==> src/rtl/dma_tc_pkg.sv <==
package dma_tc_pkg;

    typedef enum logic [1:0] {
        MODE_FREE  = 2'b00,
        MODE_SRC   = 2'b01,
        MODE_DST   = 2'b10,
        MODE_PACED = 2'b11
    } pace_mode_e;

    typedef struct packed {
        pace_mode_e mode;
        logic       high_pri;
        logic       irq_en;
        logic       tc_stop;
        logic       arm;
    } chan_ctl_t;

    typedef enum logic {
        ARB_IDLE = 1'b0,
        ARB_BUSY = 1'b1
    } arb_state_e;

    localparam int CTL_W     = $bits(chan_ctl_t);
    localparam int PEND_BIT  = 8;

endpackage

==> src/rtl/dma_tc_channel.sv <==
module dma_tc_channel
    import dma_tc_pkg::*;
#(
    parameter int CNT_W = 16
) (
    input  logic             clk,
    input  logic             rst_n,
    input  logic             cnt_wr_i,
    input  logic             ctl_wr_i,
    input  logic [CNT_W-1:0] cnt_wdata_i,
    input  chan_ctl_t        ctl_wdata_i,
    input  logic             pend_clr_i,
    input  logic             done_i,
    input  logic             dreq_i,
    output logic [CNT_W-1:0] cnt_o,
    output chan_ctl_t        ctl_o,
    output logic             pend_o,
    output logic             elig_o
);

    localparam logic [CNT_W-1:0] ONE = CNT_W'(1);

    logic [CNT_W-1:0] cnt_q;
    chan_ctl_t        ctl_q;
    logic             pend_q;
    logic             hits_zero;
    logic             stop_rule;
    logic             free_run;

    assign free_run  = (ctl_q.mode == MODE_FREE);
    assign hits_zero = (cnt_q == ONE);
    assign stop_rule = ctl_q.tc_stop || free_run;

    // Count register: deliberately left without reset.
    always_ff @(posedge clk) begin
        if (cnt_wr_i) begin
            cnt_q <= cnt_wdata_i;
        end else if (done_i) begin
            cnt_q <= cnt_q - ONE;
        end
    end

    always_ff @(posedge clk) begin
        if (!rst_n) begin
            ctl_q  <= '0;
            pend_q <= 1'b0;
        end else begin
            if (ctl_wr_i) begin
                ctl_q <= ctl_wdata_i;
                if (pend_clr_i) begin
                    pend_q <= 1'b0;
                end
            end else if (done_i && hits_zero) begin
                if (stop_rule) begin
                    ctl_q.arm <= 1'b0;
                end
                if (ctl_q.tc_stop && ctl_q.irq_en) begin
                    pend_q <= 1'b1;
                end
            end
        end
    end

    assign elig_o = ctl_q.arm && (free_run || dreq_i);
    assign cnt_o  = cnt_q;
    assign ctl_o  = ctl_q;
    assign pend_o = pend_q;


    dec_by_one_chk: assert property (@(posedge clk) disable iff (!rst_n)
        (done_i && !cnt_wr_i) |=> (cnt_q == $past(cnt_q) - ONE));


    tc_disarm_chk: assert property (@(posedge clk) disable iff (!rst_n)
        (done_i && !ctl_wr_i && cnt_q == ONE && ctl_q.tc_stop) |=> !ctl_q.arm);


    free_disarm_chk: assert property (@(posedge clk) disable iff (!rst_n)
        (done_i && !ctl_wr_i && cnt_q == ONE && ctl_q.mode == MODE_FREE) |=> !ctl_q.arm);


    keep_armed_chk: assert property (@(posedge clk) disable iff (!rst_n)
        (done_i && !ctl_wr_i && ctl_q.arm && !ctl_q.tc_stop && ctl_q.mode != MODE_FREE)
        |=> ctl_q.arm);


    irq_gate_chk: assert property (@(posedge clk) disable iff (!rst_n)
        $rose(pend_q) |-> $past(ctl_q.tc_stop && ctl_q.irq_en && done_i));

endmodule

==> src/rtl/dma_tc_arbiter.sv <==
module dma_tc_arbiter
    import dma_tc_pkg::*;
#(
    parameter int NCH = 2
) (
    input  logic           clk,
    input  logic           rst_n,
    input  logic [NCH-1:0] elig_i,
    input  logic [NCH-1:0] high_pri_i,
    input  logic           done_i,
    output logic           grant_valid_o,
    output logic           grant_ch_o
);

    arb_state_e state_q;
    arb_state_e state_d;
    logic       grant_ch_q;
    logic       last_q;
    logic       pick;

    // Choice among eligible channels: priority first, then rotation.
    always_comb begin
        if (&elig_i) begin
            if (high_pri_i[0] != high_pri_i[1]) begin
                pick = high_pri_i[1];
            end else begin
                pick = ~last_q;
            end
        end else begin
            pick = elig_i[1];
        end
    end

    always_comb begin
        state_d = state_q;
        unique case (state_q)
            ARB_IDLE: if (|elig_i) state_d = ARB_BUSY;
            ARB_BUSY: if (done_i)  state_d = ARB_IDLE;
            default:  state_d = ARB_IDLE;
        endcase
    end

    always_ff @(posedge clk) begin
        if (!rst_n) begin
            state_q    <= ARB_IDLE;
            grant_ch_q <= 1'b0;
            last_q     <= 1'b1;
        end else begin
            state_q <= state_d;
            if (state_q == ARB_IDLE && |elig_i) begin
                grant_ch_q <= pick;
                last_q     <= pick;
            end
        end
    end

    always_comb begin
        grant_valid_o = (state_q == ARB_BUSY);
        grant_ch_o    = grant_ch_q;
    end


    idle_to_busy_chk: assert property (@(posedge clk) disable iff (!rst_n)
        (state_q == ARB_IDLE && |elig_i) |=> (state_q == ARB_BUSY));


    grant_hold_chk: assert property (@(posedge clk) disable iff (!rst_n)
        (state_q == ARB_BUSY && !done_i) |=> (state_q == ARB_BUSY && $stable(grant_ch_q)));


    high_wins_chk: assert property (@(posedge clk) disable iff (!rst_n)
        (state_q == ARB_IDLE && &elig_i && high_pri_i[0] != high_pri_i[1])
        |=> (grant_ch_q == $past(high_pri_i[1])));


    rotate_chk: assert property (@(posedge clk) disable iff (!rst_n)
        (state_q == ARB_IDLE && &elig_i && high_pri_i[0] == high_pri_i[1])
        |=> (grant_ch_q != $past(last_q)));

endmodule

==> src/rtl/dma_tc_ctrl.sv <==
module dma_tc_ctrl
    import dma_tc_pkg::*;
#(
    parameter int CNT_W = 16
) (
    input  logic             clk,
    input  logic             rst_n,
    input  logic             reg_wr,
    input  logic [1:0]       reg_addr,
    input  logic [CNT_W-1:0] reg_wdata,
    output logic [CNT_W-1:0] reg_rdata,
    input  logic [1:0]       xfer_req,
    output logic             grant_valid,
    output logic             grant_ch,
    input  logic             xfer_done,
    output logic [1:0]       irq
);

    localparam int NCH = 2;

    logic [CNT_W-1:0] cnt_arr [NCH];
    chan_ctl_t        ctl_arr [NCH];
    logic [NCH-1:0]   pend;
    logic [NCH-1:0]   elig;
    logic [NCH-1:0]   hp;

    for (genvar c = 0; c < NCH; c++) begin : g_ch
        logic sel;
        logic ch_done;

        assign sel     = reg_wr && (reg_addr[1] == 1'(c));
        assign ch_done = xfer_done && grant_valid && (grant_ch == 1'(c));
        assign hp[c]   = ctl_arr[c].high_pri;

        dma_tc_channel #(.CNT_W(CNT_W)) u_ch (
            .clk         (clk),
            .rst_n       (rst_n),
            .cnt_wr_i    (sel && !reg_addr[0]),
            .ctl_wr_i    (sel && reg_addr[0]),
            .cnt_wdata_i (reg_wdata),
            .ctl_wdata_i (chan_ctl_t'(reg_wdata[CTL_W-1:0])),
            .pend_clr_i  (reg_wdata[PEND_BIT]),
            .done_i      (ch_done),
            .dreq_i      (xfer_req[c]),
            .cnt_o       (cnt_arr[c]),
            .ctl_o       (ctl_arr[c]),
            .pend_o      (pend[c]),
            .elig_o      (elig[c])
        );
    end

    dma_tc_arbiter #(.NCH(NCH)) u_arb (
        .clk           (clk),
        .rst_n         (rst_n),
        .elig_i        (elig),
        .high_pri_i    (hp),
        .done_i        (xfer_done),
        .grant_valid_o (grant_valid),
        .grant_ch_o    (grant_ch)
    );

    always_comb begin
        reg_rdata = '0;
        if (reg_addr[0]) begin
            reg_rdata[CTL_W-1:0] = ctl_arr[reg_addr[1]];
            reg_rdata[PEND_BIT]  = pend[reg_addr[1]];
        end else begin
            reg_rdata = cnt_arr[reg_addr[1]];
        end
    end

    assign irq = pend;


    reset_idle_chk: assert property (@(posedge clk)
        !rst_n |=> (!grant_valid && irq == 2'b00));

endmodule

==> config.mk <==
export PLATFORM = sky130hd
export DESIGN_NAME = dma_tc_ctrl
export DESIGN_NICKNAME = d
export VERILOG_FILES = /design/src/rtl/dma_tc_pkg.sv /design/src/rtl/dma_tc_channel.sv /design/src/rtl/dma_tc_arbiter.sv /design/src/rtl/dma_tc_ctrl.sv
export SDC_FILE = /design/constraint.sdc
export NUM_CORES = 1
export LEC_CHECK = 0
export ABC_AREA = 0
export BUFFER_PORTS_ARGS = -buffer_cell sky130_fd_sc_hd__buf_2
export CAP_MARGIN = 20
export CORE_MARGIN = 8
export CORE_UTILIZATION = 46
export CTS_BUF_LIST = sky130_fd_sc_hd__clkbuf_8
export DETAILED_ROUTE_END_ITERATION = 7
export PLACE_DENSITY = 0.67
export SLEW_MARGIN = 20
export SYNTH_ARGS = -nofsm -noshare
export SYNTH_HDL_FRONTEND = slang
export SYNTH_SLANG_ARGS = --single-unit
export TNS_END_PERCENT = 1
==> constraint.sdc <==
create_clock -name clk -period 3.45 [get_ports clk]
set_input_delay 0.69 -clock clk [delete_from_list [all_inputs] [get_ports clk]]
set_output_delay 0.69 -clock clk [all_outputs]
set_load 0.01 [all_outputs]
==> flow_summary.json <==
{
  "status": "completed",
  "initialDrtViolationCount": 149,
  "rr_startpoint": "g_ch[0].u_ch.cnt_o[1]$_DFFE_PP_",
  "yosysSeqAreaShare_pct": 43.1,
  "nFillCells": 595,
  "p_total_mw": 1.20,
  "startpoint_type": "primary input",
  "hold_path.class": "reg2reg",
  "period_share_pct": 76.6,
  "critPathSlowestCell": "mux4_2",
  "cts_resized": 0,
  "synth-seq-cells": 49,
  "grt_max_degree": 34,
  "ys_types": 50,
  "cpMostUsedCell": "buf_2",
  "antenna_left": 0,
  "numCtsBuffers": 5,
  "grt_pass1_vias": 2602,
  "skew_ns": 0.0121,
  "synth-main-ff-cell": "edfxtp_1",
  "dieArea_mm2": 0.00941,
  "vdd_drop_max_uv": 187,
  "finalHoldViolations": 0,
  "crit_chain": "buf_2, mux4_2, buf_2",
  "coreArea_mm2": 0.00635,
  "synth-edff-count": 32,
  "setup_ws_ns": 0.807,
  "final_layout_size_suffix_gt1_share_pct": 20.3,
  "critical_path.max_fanout": 23,
  "slew_violations": 0,
  "drc": 0,
  "cts_tree": "yes",
  "worst_ep_required_time_ns": 2.76,
  "ioPinCount": 44,
  "final_util_pct": 53.1,
  "clk_pin_slew_worst_paths_ns": 0.09,
  "syn_area_mm2": 0.00302,
  "overflow": 0,
  "clk_latency_ns": 0.31,
  "rsz0062_at_grt": "false",
  "worst_pin_slew_ns": 0.734,
  "hpwl_mm": 6.12,
  "hold_depth": 2,
  "max-cap-violations": 0,
  "whs_endpoint": "g_ch[1].u_ch.ctl_o[5]$_SDFFE_PN0N_",
  "rr_worst_depth": 6,
  "num_rows": 29,
  "async_flop_share_pct": 0,
  "start_util_pct": 47.6,
  "regToRegEndpoint": "g_ch[0].u_ch.cnt_o[12]$_DFFE_PP_",
  "clock.fmax_mhz": 378,
  "cts_buffer_depth": 2,
  "yosysWarnings": 0,
  "multiInputGateArea_mm2": 0.00163,
  "fin_area_mm2": 0.00337,
  "seq_area_mm2": 0.00130,
  "wl_per_cell_um": 19.0,
  "antenna_cells": 0,
  "first_pass_iters": 5,
  "holdWs_ns": 0.489,
  "grt_pass1_wl_mm": 13.4,
  "p_leak_nw": 1.23,
  "via_count": 2576,
  "post-route-min-period_ns": 2.64,
  "synth_nets": 345,
  "areaGrowthSynthToFinish_pct": 11.7,
  "cts_hold_buf": 0,
  "dp_worst_setup_slack_ns": 0.798,
  "crit_path_end_kind": "output pin",
  "setup_tns_ns": 0,
  "relSlewSlack_pct": 50.8,
  "cts_setup_buffers": 0,
  "antenna_found_initial": 0,
  "finalSetupViolations": 0,
  "hold_path_startpoint": "g_ch[1].u_ch.ctl_o[5]$_SDFFE_PN0N_",
  "wirelength_mm": 8.21,
  "fin_nets": 382,
  "synth.avg_cell_area_um2": 9.53,
  "via_per_inst": 5.96,
  "netlist_instances": 317,
  "clock_sinks": 49,
  "dp.cells": 424,
  "grt_use_total_pct": 17.3,
  "fp.dieW_um": 97.0,
  "max_stage_delay_ns": 0.60,
  "htreeDepth": 2,
  "rrSetupSlack_ns": 1.31,
  "worstPathArrival_ns": 1.95,
  "worstSetupPathType": "in2out",
  "power_density_mw_per_mm2": 357,
  "cts-root-buf": "clkbuf_8",
  "place_area_mm2": 0.00329,
  "gp_congestion": 0.895,
  "dieHeight_um": 97.0,
  "fin_cells": 432,
  "portBuffers": 43
}
## cell type report
class | count | area share (%)
inverters | 7 | 0.779
well taps | 77 | 2.86
repair buffers | 46 | 7.05
flip-flops and latches | 49 | 38.6
multi-input cells | 245 | 48.2
clock buffers | 5 | 2.04
clock inverters | 3 | 0.519
## cell usage in the layout, fill, tap and decap left out, types with 9 or more instances in the layout
cell / Yosys / layout
a21boi_0: 13 / 13
a21oi_1: 15 / 15
buf_2: 4 / 43
dfxtp_1: 17 / 17
edfxtp_1: 32 / 32
mux2i_1: 9 / 9
nand2_1: 43 / 43
nand3_1: 13 / 13
nor2_1: 44 / 44
o21ai_0: 17 / 16
xor2_1: 15 / 15
## report_power, final
part           switching (mW)  total (mW)  internal, mW
registers              0.0352       0.691         0.656
logic                  0.0992       0.171        0.0718
clock network           0.202       0.342         0.141
total                   0.336        1.20         0.868
## worst max-delay path by stage
stage                     cells after the start  slack (ns)        start                               to
final                                         3        0.81  reg_addr[1]                     reg_rdata[5]
after global routing                          3        0.76  reg_addr[1]                     reg_rdata[8]
after CTS                                     3        0.79  reg_addr[1]                     reg_rdata[8]
after detailed placement                      3        0.80  reg_addr[1]                     reg_rdata[8]
after global placement                        3        0.83  reg_addr[1]                     reg_rdata[8]
after floorplan                               3        1.06  reg_addr[0]  g_ch[0].u_ch.cnt_o[0]$_DFFE_PP_
## cell families (layout without fill, tap and decap cells)
logic type,after synthesis,count (layout),share of synthesized area [%]
XOR/XNOR,19,19,5.51
flip-flops,49,49,43.1
AND/OR/NAND/NOR,139,139,24.2
multiplexers,16,16,8.20
AO/OA/AOI/OAI,66,66,13.8
adder cells (fa/ha/maj),5,5,1.99
buffers and inverters,23,61,3.27
## synth_stat cells, drive strengths merged, types with 8 or more instances
cell | instances | share of area [%]
a21boi | 14 | 3.5
a21oi | 15 | 2.5
clkbuf | 9 | 1.1
dfxtp | 17 | 11
edfxtp | 32 | 32
mux2i | 9 | 3.0
nand2 | 44 | 5.7
nand3 | 13 | 2.2
nor2 | 44 | 5.5
nor4 | 8 | 3.3
o21ai | 18 | 3.0
xor2 | 15 | 4.3
## worst max-delay path: cells and delay by family
family,cells,cell delay (ns)
buffers and inverters,2,0.66
muxes,1,0.60
## layer usage
layer,track usage [%],part of all wire [%],up-vias
li1,-,-,1229
met1,22.5,45,1233
met2,28.0,47,103
met3,3.63,6.3,11
met4,4.62,1.8,0
met5,0,0,-
## registers in the layout, summed over array words and instances, names as in the netlist
| register | cells |
|---|---|
| u_arb.last_q | 1 |
| g_ch.u_ch.pend_o | 2 |
| u_arb.grant_valid_o | 1 |
| u_arb.grant_ch_o | 1 |
| g_ch.u_ch.ctl_o | 12 |
| g_ch.u_ch.cnt_o | 32 |
Note: power is estimated with default switching activity, not from simulation.
